==> config.mk <==
export PLATFORM = sky130hd
export DESIGN_NAME = scan_seq_timer
export DESIGN_NICKNAME = d
export VERILOG_FILES = /design/src/rtl/scan_seq_pkg.sv /design/src/rtl/scan_next_pick.sv /design/src/rtl/scan_dwell_timer.sv /design/src/rtl/scan_cycle_acc.sv /design/src/rtl/scan_seq_timer.sv
export SDC_FILE = /design/constraint.sdc
export NUM_CORES = 1
export LEC_CHECK = 0
export ABC_AREA = 1
export BUFFER_PORTS_ARGS = -buffer_cell sky130_fd_sc_hd__clkbuf_2
export CELL_PAD_IN_SITES_DETAIL_PLACEMENT = 0
export CELL_PAD_IN_SITES_GLOBAL_PLACEMENT = 1
export CORE_ASPECT_RATIO = 0.7
export CORE_MARGIN = 4
export CORE_UTILIZATION = 30
export CTS_CLUSTER_DIAMETER = 150
export DETAILED_ROUTE_END_ITERATION = 10
export GPL_TIMING_DRIVEN = 1
export PLACE_DENSITY_LB_ADDON = 0.3
export SKIP_LAST_GASP = 1
export SYNTH_ARGS = -nofsm -noshare
export SYNTH_HDL_FRONTEND = slang
export SYNTH_SLANG_ARGS = --single-unit
==> constraint.sdc <==
create_clock -name clk -period 3.77 [get_ports clk]
set_input_delay 0.754 -clock clk [delete_from_list [all_inputs] [get_ports clk]]
set_output_delay 0.754 -clock clk [all_outputs]
set_load 0.1 [all_outputs]
==> src/rtl/scan_seq_pkg.sv <==
// Shared constants, types and dwell arithmetic for the scan sequencer timer.
// Assumes the fixed channel split 16 bipolar / 5 unipolar / 1 temperature.
package scan_seq_pkg;

    localparam int NUM_BIP      = 16;
    localparam int NUM_UNI      = 5;
    localparam int NUM_CH       = NUM_BIP + NUM_UNI + 1;
    localparam int TEMP_IDX     = NUM_BIP + NUM_UNI;
    localparam int CH_W         = $clog2(NUM_CH);

    localparam int HALF_PER_CLK = 2;      // half ticks per clock
    localparam int CONV_HALF    = 27;     // convert phase, in half ticks

    localparam int DW_STD       = 138;    // clocks, common dwell
    localparam int DW_SLOW      = 276;    // clocks, slowest code
    localparam int DW_UNI_FAST  = 46;
    localparam int DW_UNI_MID   = 92;
    localparam int DW_TEMP      = 1025;

    localparam int HT_W         = $clog2(HALF_PER_CLK * DW_TEMP + 1);

    typedef enum logic [1:0] {
        RATE_FAST = 2'b00,
        RATE_MID  = 2'b01,
        RATE_STD  = 2'b10,
        RATE_SLOW = 2'b11
    } rate_t;

    typedef enum logic [1:0] {
        KIND_BIP,
        KIND_UNI,
        KIND_TEMP
    } kind_t;

    // Classify a channel index by its input type.
    function automatic kind_t kind_of(input logic [CH_W-1:0] idx);
        if (int'(idx) < NUM_BIP)
            return KIND_BIP;
        else if (int'(idx) < TEMP_IDX)
            return KIND_UNI;
        else
            return KIND_TEMP;
    endfunction

    // Dwell of a channel in half ticks, from its type and the rate code.
    function automatic logic [HT_W-1:0] dwell_half(input kind_t k, input rate_t r);
        int clks;
        case (k)
            KIND_BIP: clks = (r == RATE_SLOW) ? DW_SLOW : DW_STD;
            KIND_UNI: begin
                case (r)
                    RATE_FAST: clks = DW_UNI_FAST;
                    RATE_MID:  clks = DW_UNI_MID;
                    RATE_STD:  clks = DW_STD;
                    default:   clks = DW_SLOW;
                endcase
            end
            default:  clks = DW_TEMP;
        endcase
        return HT_W'(HALF_PER_CLK * clks);
    endfunction

endpackage

==> src/rtl/scan_next_pick.sv <==
// Finds the lowest enabled channel above a given index, or the lowest
// enabled channel at all when from_valid is low. Purely combinational.
// Assumes N fits in W bits.
module scan_next_pick #(
    parameter int N = 22,
    parameter int W = 5
) (
    input  logic [N-1:0] en_i,
    input  logic [W-1:0] from_idx_i,
    input  logic         from_valid_i,
    output logic         found_o,
    output logic [W-1:0] idx_o
);

    logic [N-1:0] cand;

    // Qualify each enable by its position relative to the current index.
    for (genvar g = 0; g < N; g++) begin : g_cand
        assign cand[g] = en_i[g] && (!from_valid_i || (g > int'(from_idx_i)));
    end

    // Priority encoder: the lowest qualified index wins.
    always_comb begin
        found_o = 1'b0;
        idx_o   = '0;
        for (int i = N - 1; i >= 0; i--) begin
            if (cand[i]) begin
                found_o = 1'b1;
                idx_o   = W'(i);
            end
        end
    end

endmodule

==> src/rtl/scan_dwell_timer.sv <==
// Half-tick dwell counter for one channel. It advances two half ticks per
// clock while run is high and clears on restart. It flags the last clock of
// the dwell and derives the acquire and convert strobes. The clock that
// straddles the half-clock boundary shows both strobes.
// Assumes dwell_half_i is even, at least CONV_HALF+1, and stable within a
// channel.
module scan_dwell_timer
    import scan_seq_pkg::*;
#(
    parameter int TW = HT_W
) (
    input  logic          clk,
    input  logic          rst_n,
    input  logic          restart_i,
    input  logic          run_i,
    input  logic          is_temp_i,
    input  logic [TW-1:0] dwell_half_i,
    output logic          last_o,
    output logic          acq_o,
    output logic          conv_o
);

    localparam logic [TW-1:0] STEP      = TW'(HALF_PER_CLK);
    localparam logic [TW-1:0] CONV_EDGE = TW'(CONV_HALF);
    localparam logic [TW-1:0] CONV_OPEN = TW'(CONV_HALF + 1);

    logic [TW-1:0] ht_q;

    // Half-tick position within the current channel.
    always_ff @(posedge clk) begin
        if (!rst_n)
            ht_q <= '0;
        else if (restart_i)
            ht_q <= '0;
        else if (run_i)
            ht_q <= ht_q + STEP;
    end

    // Phase decode: a clock covers half ticks [ht, ht+2).
    always_comb begin
        last_o = run_i && (ht_q == dwell_half_i - STEP);
        conv_o = run_i && !is_temp_i && (ht_q >= dwell_half_i - CONV_OPEN);
        acq_o  = run_i && (is_temp_i || (ht_q < dwell_half_i - CONV_EDGE));
    end

    // the counter never passes the end of the dwell.
    p_ht_in_dwell_r7: assert property (@(posedge clk) disable iff (!rst_n)
        run_i |-> (ht_q < dwell_half_i));

    // once convert has begun it stays on until the channel ends.
    p_conv_holds_r6: assert property (@(posedge clk) disable iff (!rst_n)
        (run_i && conv_o && !last_o) |=> conv_o);

    // once acquire has ended it does not come back within the channel.
    p_acq_stays_off_r6: assert property (@(posedge clk) disable iff (!rst_n)
        (run_i && !acq_o && !last_o) |=> !acq_o);

endmodule

==> src/rtl/scan_cycle_acc.sv <==
// Running clock count of the scan in progress. Clears at launch and
// increments once per busy clock. Assumes CW covers the longest scan.
module scan_cycle_acc #(
    parameter int CW = 16
) (
    input  logic          clk,
    input  logic          rst_n,
    input  logic          clear_i,
    input  logic          inc_i,
    output logic [CW-1:0] sum_o
);

    // Count busy clocks since the last clear.
    always_ff @(posedge clk) begin
        if (!rst_n)
            sum_o <= '0;
        else if (clear_i)
            sum_o <= '0;
        else if (inc_i)
            sum_o <= sum_o + CW'(1);
    end

    // the count does not wrap during a scan.
    p_no_wrap_r8: assert property (@(posedge clk) disable iff (!rst_n)
        (inc_i && !clear_i) |=> (sum_o != '0));

endmodule

==> src/rtl/scan_seq_timer.sv <==
// Scan sequencer timer. It captures the enable masks and the rate code at
// start, steps through the enabled channels in ascending order, times each
// dwell in half ticks and reports the total scan length. Starts received
// while busy are ignored. An empty mask completes at once.
// Assumes CNT_W can hold the longest scan (6821 clocks).
module scan_seq_timer
    import scan_seq_pkg::*;
#(
    parameter int CNT_W = 16
) (
    input  logic                 clk,
    input  logic                 rst_n,
    input  logic                 start_i,
    input  logic [NUM_BIP-1:0]   bip_en_i,
    input  logic [NUM_UNI-1:0]   uni_en_i,
    input  logic                 temp_en_i,
    input  logic [1:0]           rate_i,
    output logic                 busy_o,
    output logic [CH_W-1:0]      chan_o,
    output logic                 acquire_o,
    output logic                 convert_o,
    output logic                 chan_done_o,
    output logic                 scan_done_o,
    output logic [CNT_W-1:0]     scan_cycles_o
);

    logic [NUM_CH-1:0] in_mask;
    logic [NUM_CH-1:0] en_q;
    logic [NUM_CH-1:0] pick_src;
    rate_t             rate_q;
    logic              running_q;
    logic [CH_W-1:0]   chan_q;
    logic              done_q;
    logic [CNT_W-1:0]  total_q;
    logic [CNT_W-1:0]  acc_sum;

    logic              launch;
    logic              step;
    logic              last_clk;
    logic              pick_found;
    logic [CH_W-1:0]   pick_idx;
    kind_t             kind_cur;
    logic [HT_W-1:0]   dwell_cur;

    // Concatenate the enable inputs into channel-index order.
    assign in_mask  = {temp_en_i, uni_en_i, bip_en_i};
    assign launch   = start_i && !running_q;
    assign step     = running_q && last_clk;
    assign pick_src = running_q ? en_q : in_mask;
    assign kind_cur = kind_of(chan_q);
    assign dwell_cur = dwell_half(kind_cur, rate_q);

    scan_next_pick #(
        .N (NUM_CH),
        .W (CH_W)
    ) u_pick (
        .en_i         (pick_src),
        .from_idx_i   (chan_q),
        .from_valid_i (running_q),
        .found_o      (pick_found),
        .idx_o        (pick_idx)
    );

    scan_dwell_timer #(
        .TW (HT_W)
    ) u_timer (
        .clk          (clk),
        .rst_n        (rst_n),
        .restart_i    (launch || step),
        .run_i        (running_q),
        .is_temp_i    (kind_cur == KIND_TEMP),
        .dwell_half_i (dwell_cur),
        .last_o       (last_clk),
        .acq_o        (acquire_o),
        .conv_o       (convert_o)
    );

    scan_cycle_acc #(
        .CW (CNT_W)
    ) u_acc (
        .clk     (clk),
        .rst_n   (rst_n),
        .clear_i (launch),
        .inc_i   (running_q),
        .sum_o   (acc_sum)
    );

    // Scan control: capture at launch, advance at each channel end, report.
    always_ff @(posedge clk) begin
        if (!rst_n) begin
            running_q <= 1'b0;
            chan_q    <= '0;
            en_q      <= '0;
            rate_q    <= RATE_FAST;
            done_q    <= 1'b0;
            total_q   <= '0;
        end else begin
            done_q <= 1'b0;
            if (launch) begin
                en_q   <= in_mask;
                rate_q <= rate_t'(rate_i);
                if (pick_found) begin
                    running_q <= 1'b1;
                    chan_q    <= pick_idx;
                end else begin
                    done_q  <= 1'b1;
                    total_q <= '0;
                end
            end else if (step) begin
                if (pick_found) begin
                    chan_q <= pick_idx;
                end else begin
                    running_q <= 1'b0;
                    done_q    <= 1'b1;
                    total_q   <= acc_sum + CNT_W'(1);
                end
            end
        end
    end

    // Drive the outputs from the control state.
    assign busy_o        = running_q;
    assign chan_o        = chan_q;
    assign chan_done_o   = step;
    assign scan_done_o   = done_q;
    assign scan_cycles_o = total_q;

    // the channel being timed is one the captured mask enables.
    p_chan_enabled_r2: assert property (@(posedge clk) disable iff (!rst_n)
        running_q |-> en_q[chan_q]);

    // moving on always goes to a higher index.
    p_ascending_r2: assert property (@(posedge clk) disable iff (!rst_n)
        (step && pick_found) |=> (chan_q > $past(chan_q)));

    // mid-channel, the channel and the captured setup hold still.
    p_hold_setup_r10: assert property (@(posedge clk) disable iff (!rst_n)
        (running_q && !step) |=> (running_q && $stable(chan_q) &&
                                  $stable(en_q) && $stable(rate_q)));

    // scan-complete never coincides with a running dwell.
    p_done_idle_r8: assert property (@(posedge clk) disable iff (!rst_n)
        done_q |-> !running_q);

endmodule

==> results of run 1 <==
[final cells by class]
type	count	area share, %
tap	190	4.51
inverter	82	6.13
sequential	73	28.0
clock buffer	11	4.80
clock inverter	5	0.736
multi-input combinational	418	47.0
timing repair buffer	73	8.86
[per-layer routing]
| layer | routed length (um) | share of wire, % |
|---|---|---|
| met5 | 0 | 0 |
| met4 | 263 | 2.1 |
| met3 | 728 | 5.9 |
| met2 | 5290 | 43 |
| met1 | 6080 | 49 |
[worst min-delay path: stages, from the launching register on]
cell,delay (ns)
dfxtp_1,0.31
nand2_1,0.06
nand2_1,0.04
[worst paths after layout]
check	start	endpoint	depth (start not counted)
worst min register to register	en_q[12]	en_q[12]	2
worst max register to register	busy_o	chan_o[0]	13
worst max-delay path	chan_o[1]	acquire_o	19
worst min-delay path	en_q[12]	en_q[12]	2
[Yosys cell counts, drive strengths merged, types with 2 or more instances]
cell type	instances	share of area [%]
a211oi	3	0.53
a21o	2	0.35
a21oi	34	4.0
a31oi	10	1.6
a32o	8	1.9
a32oi	2	0.41
and2	2	0.29
buf	14	2.1
clkbuf	12	1.1
dfxtp	73	34
ha	16	4.7
inv	82	7.2
nand2	120	12
nand3	41	5.2
nand4	9	1.3
nor2	57	5.3
nor3	10	1.7
nor4	3	0.59
o211ai	3	0.53
o21ai	57	7.6
o22ai	3	0.44
xnor2	9	1.8
xor2	20	4.1
[per-stage QoR]
| stage | instance area [um^2] | instances |
|---|---|---|
| finish | 5270 | 852 |
| global placement | 4830 | 827 |
| floorplan | 4330 | 599 |
| global route | 5270 | 852 |
| CTS | 5220 | 851 |
| detailed placement | 4830 | 827 |
[cell families (layout without fill, tap and decap cells)]
| group | after synthesis | after routing | share of synthesized area [%] |
|---|---|---|---|
| and+or+nand+nor | 246 | 246 | 26.6 |
| AOI/OAI and AO/OA | 126 | 126 | 18.0 |
| buffers and inverters | 108 | 171 | 10.4 |
| DFF | 73 | 73 | 34.2 |
| xor gates and xnor gates | 29 | 29 | 5.95 |
| adders and majority gates | 16 | 16 | 4.69 |
| other | 1 | 1 | 0.0878 |
[state kept, by name, summed over array words and instances, names as in the netlist]
register       flops
en_q              21
scan_cycles_o     16
u_acc.sum_o       16
u_timer.ht_q      11
chan_o             5
rate_q             2
busy_o             1
scan_done_o        1
[power by group through the flow]
stage | logic (mW) | clock network, mW | registers, mW
final | 0.297 | 0.833 | 0.824
after global routing | 0.333 | 0.891 | 0.828
after CTS | 0.295 | 0.856 | 0.824
after detailed placement | 0.286 | 0 | 0.841
after global placement | 0.284 | 0 | 0.840
after floorplan | 0.187 | 0 | 0.857
[repair_timing]
| item | in CTS | in global routing |
|---|---|---|
| gates resized for setup | 12 | 6 |
| setup buffers | 8 | 1 |
| endpoints found under the setup margin | 2 | 2 |
| pin swaps | 6 | 7 |
==> flow_metrics.py, run 1 <==
metrics = {
    "setup_path": {
        "cp_num_buf_inv": 3,
        "crit_arrival_ns": 3.07,
        "crit_chain": "nor2_4, nand3_4, nand2_4, inv_6, nor3_4, nand2_2, nand2_4, ha_4, inv_2, nor3_4, nand2_1, o21ai_1, ha_1, nand2_2, o21ai_1, a31oi_2, o21ai_1, a21oi_4, buf_12",
        "path_class": "flop to output pin",
        "critPathMaxStageDelay_ns": 0.38,
        "critPathCaptureType": "output pin",
        "crit_family": "simple AND/OR/NAND/NOR gates",
        "slowest_stage": "dfxtp_4",
        "crit_top_cell": "o21ai_1",
        "cp_data_required_time_ns": 3.02,
        "crit_path_max_fanout": 9,
        "rrSetupSlack_ns": 0.81,
        "cp-start-kind": "flop",
    },
    "detailed_routing": {
        "via_per_inst": 4.80,
        "drt-initial-drc-count": 294,
        "firstDrtPassIters": 5,
        "vias": 4090,
        "wl_mm": 12.4,
        "antenna_left": 0,
        "drc": 0,
        "wire_per_inst_um": 14.5,
    },
    "cells_and_area": {
        "multi_input_area_um2": 2470,
        "final_util_pct": 37.9,
        "fillers": 1423,
        "fin_nets": 700,
        "layout_common_cells": "112 x nand2_1, 75 x inv_1, 67 x dfxtp_1, 53 x nor2_1, 49 x clkbuf_2",
        "syn_to_final_growth_pct": 23.4,
        "final_common_cell": "nand2_1",
        "drive_gt1_share_pct": 21.1,
        "diodes": 0,
        "ff_latch_area_um2": 1480,
    },
    "global_route": {
        "antenna_found_initial": 0,
        "met2_usage_pct": 24.7,
        "grt_pass1_vias": 4012,
        "top_usage_layer": "met2",
        "grt-ovfl-total": 0,
        "grt.total_usage_pct": 16.0,
        "grt_pass1_wl_mm": 20.6,
        "grt_use_met1_pct": 22.0,
        "grt_util_met3_pct": 3.79,
        "grt_max_degree": 48,
    },
    "synthesis": {
        "synth_nets": 642,
        "synthDistinctLibCells": 49,
        "synth_ff_type": "dfxtp_1",
        "synthCells": 599,
        "async_flop_share_pct": 0,
        "syn-mean-instance-area_um2": 7.13,
        "yosys_register_bits": 73,
        "yosys_warnings": 0,
        "synth_edf_count": 0,
        "synthesis.area_um2": 4270,
        "seq_area_frac_synth_pct": 34.2,
    },
    "clock_network": {
        "clk_pin_slew_worst_paths_ns": 0.06,
        "cts_tree": "built",
        "cts.sinks": 73,
        "clockRootBuffer": "clkbuf_16",
        "clock_latency_ns": 0.34,
        "cts_buffers": 9,
        "hold_buffers": 0,
        "cts.htree.levels": 3,
        "clockBufferDepth": 2,
    },
    "timing": {
        "finClkSkew_ns": 0.00613,
        "worst_slew_pin_slew_ns": 0.583,
        "fin_tns_setup_ns": -0.0821,
        "setup_viol": 2,
        "slew_violations": 0,
        "grt_setup_unrepaired": "true",
        "finalCritPeriodShare_pct": 102,
        "fmax_mhz": 261,
        "finalWorstSetupSlack_ns": -0.0569,
        "fin_crit_ns": 3.83,
        "hold_slack_ns": 0.455,
        "hold_viol_final": 0,
        "maxSlewHeadroom_pct": 61.3,
    },
    "power": {
        "power_mw": 1.95,
        "p_clk_share_pct": 42.6,
        "netSwitchingFraction_pct": 29.5,
        "p_switching_mw": 0.577,
        "power.density_nw_per_um2": 371,
        "cell_internal_pwr_mw": 1.38,
        "power.share.sequential_pct": 42.2,
        "power_leakage_nw": 2.29,
        "combPwrFrac_pct": 15.2,
        "ir_worst_vdd_mv": 0.206,
    },
    "placement": {
        "portBuffers": 52,
        "hpwl_mm": 9.14,
        "pre_cts_ws_ns": 0.0321,
        "finalWeightedCongestion": 0.903,
    },
    "floorplan": {
        "dieWidth_um": 151,
        "coreArea_um2": 13900,
        "die_area_um2": 16200,
        "floorplan.die.height_um": 108,
        "num_io_pins": 53,
        "initial_core_util_pct": 30.7,
        "placementRows": 36,
    },
    "outcome": {
        "status": "finished, violations left",
        "violations": "setup timing",
    },
    "worst_hold_path": {
        "hold_path.class": "flop to flop",
    },
    "flow_run": {
        "drv_cap": 0,
    },
}
Power figures use the tool's default switching activity.
==> inputs of run 2 (changes only) <==
--- a/config.mk
+++ b/config.mk
@@ -17,4 +17,5 @@
 export GPL_TIMING_DRIVEN = 1
 export PLACE_DENSITY_LB_ADDON = 0.3
+export SKIP_CTS_REPAIR_TIMING = 1
 export SKIP_LAST_GASP = 1
 export SYNTH_ARGS = -nofsm -noshare
==> constraint.sdc (replaced) <==
create_clock -name clk -period 3.77 [get_ports clk]
set_input_delay 0.754 -clock clk [delete_from_list [all_inputs] [get_ports clk]]
set_output_delay 0.754 -clock clk [all_outputs]
set_load 0.01 [all_outputs]
==> flow_metrics.py, run 2 (synthesis results as in run 1) <==
metrics = {
    "clock_network": {
        "clk_pin_slew_worst_paths_ns": 0.06,
        "cts.htree.levels": 3,
        "cts_buffers": 9,
        "clock_latency_ns": 0.34,
        "clockBufferDepth": 2,
        "cts.sinks": 73,
        "cts_tree": "built",
        "clockRootBuffer": "clkbuf_16",
    },
    "power": {
        "power.density_nw_per_um2": 379,
        "ir_worst_vdd_mv": 0.186,
        "power_mw": 1.96,
        "power_leakage_nw": 2.30,
    },
    "cells_and_area": {
        "finish.instance_area_um2": 5180,
        "largest_register_ffs": 21,
        "final_common_cell": "nand2_1",
        "top_register": "en_q",
        "fin_nets": 699,
        "layout_common_cells": "113 x nand2_1, 78 x inv_1, 70 x dfxtp_1, 53 x nor2_1, 51 x clkbuf_2",
        "fillers": 1492,
        "syn_to_final_growth_pct": 21.3,
        "diodes": 0,
        "drive_gt1_share_pct": 19.5,
    },
    "setup_path": {
        "critPathCaptureType": "output pin",
        "crit_path_max_fanout": 4,
        "worstReg2RegStart": "chan_o[2]",
        "crit_path_end": "acquire_o",
        "rrSetupSlack_ns": 0.86,
        "path_class": "flop to output pin",
        "reg2reg_depth": 14,
        "cp_data_required_time_ns": 3.02,
        "crit_arrival_ns": 3.01,
        "critPathLaunch": "chan_o[2]",
        "cp-start-kind": "flop",
        "reg2reg_to": "scan_cycles_o[3]",
    },
    "timing": {
        "fin_crit_ns": 3.76,
        "maxSlewHeadroom_pct": 64.1,
        "hold_viol_final": 0,
        "finalCritPeriodShare_pct": 99.7,
        "finClkSkew_ns": 0.00917,
        "slew_violations": 0,
        "fmax_mhz": 266,
        "grt_setup_unrepaired": "true",
        "hold_slack_ns": 0.448,
        "worst_slew_pin_slew_ns": 0.539,
        "setup_viol": 0,
    },
    "global_route": {
        "grt_max_degree": 48,
        "grt-ovfl-total": 0,
        "grt_pass1_vias": 3914,
        "grt.total_usage_pct": 15.8,
        "grt_pass1_wl_mm": 20.0,
        "antenna_found_initial": 0,
    },
    "detailed_routing": {
        "vias": 4063,
        "drt-initial-drc-count": 220,
        "via_per_inst": 4.78,
        "wl_mm": 12.3,
        "firstDrtPassIters": 5,
        "antenna_left": 0,
        "drc": 0,
        "wire_per_inst_um": 14.5,
    },
    "placement": {
        "finalWeightedCongestion": 0.869,
        "postPlaceCellArea_um2": 4740,
        "hpwl_mm": 8.97,
        "portBuffers": 52,
    },
    "floorplan": {
        "placementRows": 36,
        "initial_core_util_pct": 30.7,
        "die_area_um2": 16200,
        "dieWidth_um": 151,
        "floorplan.die.height_um": 108,
        "coreArea_um2": 13900,
        "num_io_pins": 53,
    },
    "flow_run": {
        "drv_cap": 0,
    },
    "worst_hold_path": {
        "hold_path.class": "flop to flop",
    },
    "outcome": {
        "status": "finished clean",
    },
}
==> run 2: changes by cell type in the layout (fill, tap and decap cells not counted), sizes merged <==
| cell | before | now |
|---|---|---|
| buf | 24 | 21 |
| bufinv | 0 | 1 |
| clkbuf | 60 | 64 |
| clkinvlp | 6 | 1 |
| inv | 81 | 82 |
==> run 2: cell type report <==
type                    count  area, um^2  area share (%)
clock buffers              13         260            5.02
clock inverters             2        37.5           0.724
multi-input cells         418        2450            47.4
well taps                 190         238            4.59
repair buffers             72         410            7.92
flip-flops and latches     73        1470            28.3
inverters                  82         315            6.09
==> run 2: critical path, stage by stage, from the launching register on <==
cell     delay (ns)
dfxtp_2        0.36
inv_2          0.06
nor2_4         0.12
nand3_4        0.09
nand2_4        0.12
inv_6          0.04
nor3_4         0.20
nand2_2        0.10
nand2_4        0.09
ha_4           0.15
inv_4          0.05
nor3_4         0.14
nand2_1        0.09
o21ai_2        0.06
ha_1           0.25
nand2_2        0.11
o21ai_2        0.07
a31oi_2        0.19
o21ai_1        0.09
a21oi_1        0.14
buf_2          0.14
==> run 2: how the worst min path moves through the flow <==
stage               endpoint  depth (start not counted)      from
detailed placement   en_q[7]                          2   en_q[7]
floorplan            en_q[7]                          2   en_q[7]
global route        en_q[12]                          2  en_q[12]
finish               en_q[7]                          2   en_q[7]
global placement     en_q[7]                          2   en_q[7]
CTS                  en_q[7]                          2   en_q[7]
==> run 2: metal layers <==
metal	global-route usage (%)	up-vias	wire [um]
met5	0	-	0
li1	-	2080	-
met4	4.66	0	111
met1	22.7	1888	6190
met3	4.00	7	658
met2	23.2	88	5370
==> run 2: report_power, final <==
part	total [mW]	switching (mW)	internal [mW]
clock	0.873	0.327	0.546
combinational	0.267	0.177	0.0902
sequential	0.822	0.0209	0.801
==> run 2: stage by stage <==
step	setup TNS [ns]	std cells	utilization, %	worst slack [ns]
floorplan	0	599	-	0.260
global placement	0	829	34.1	0.132
detailed placement	0	829	34.1	0.0588
CTS	-0.635	844	36.2	-0.347
global route	-0.368	850	37.2	-0.201
finish	0	850	37.2	0.0110
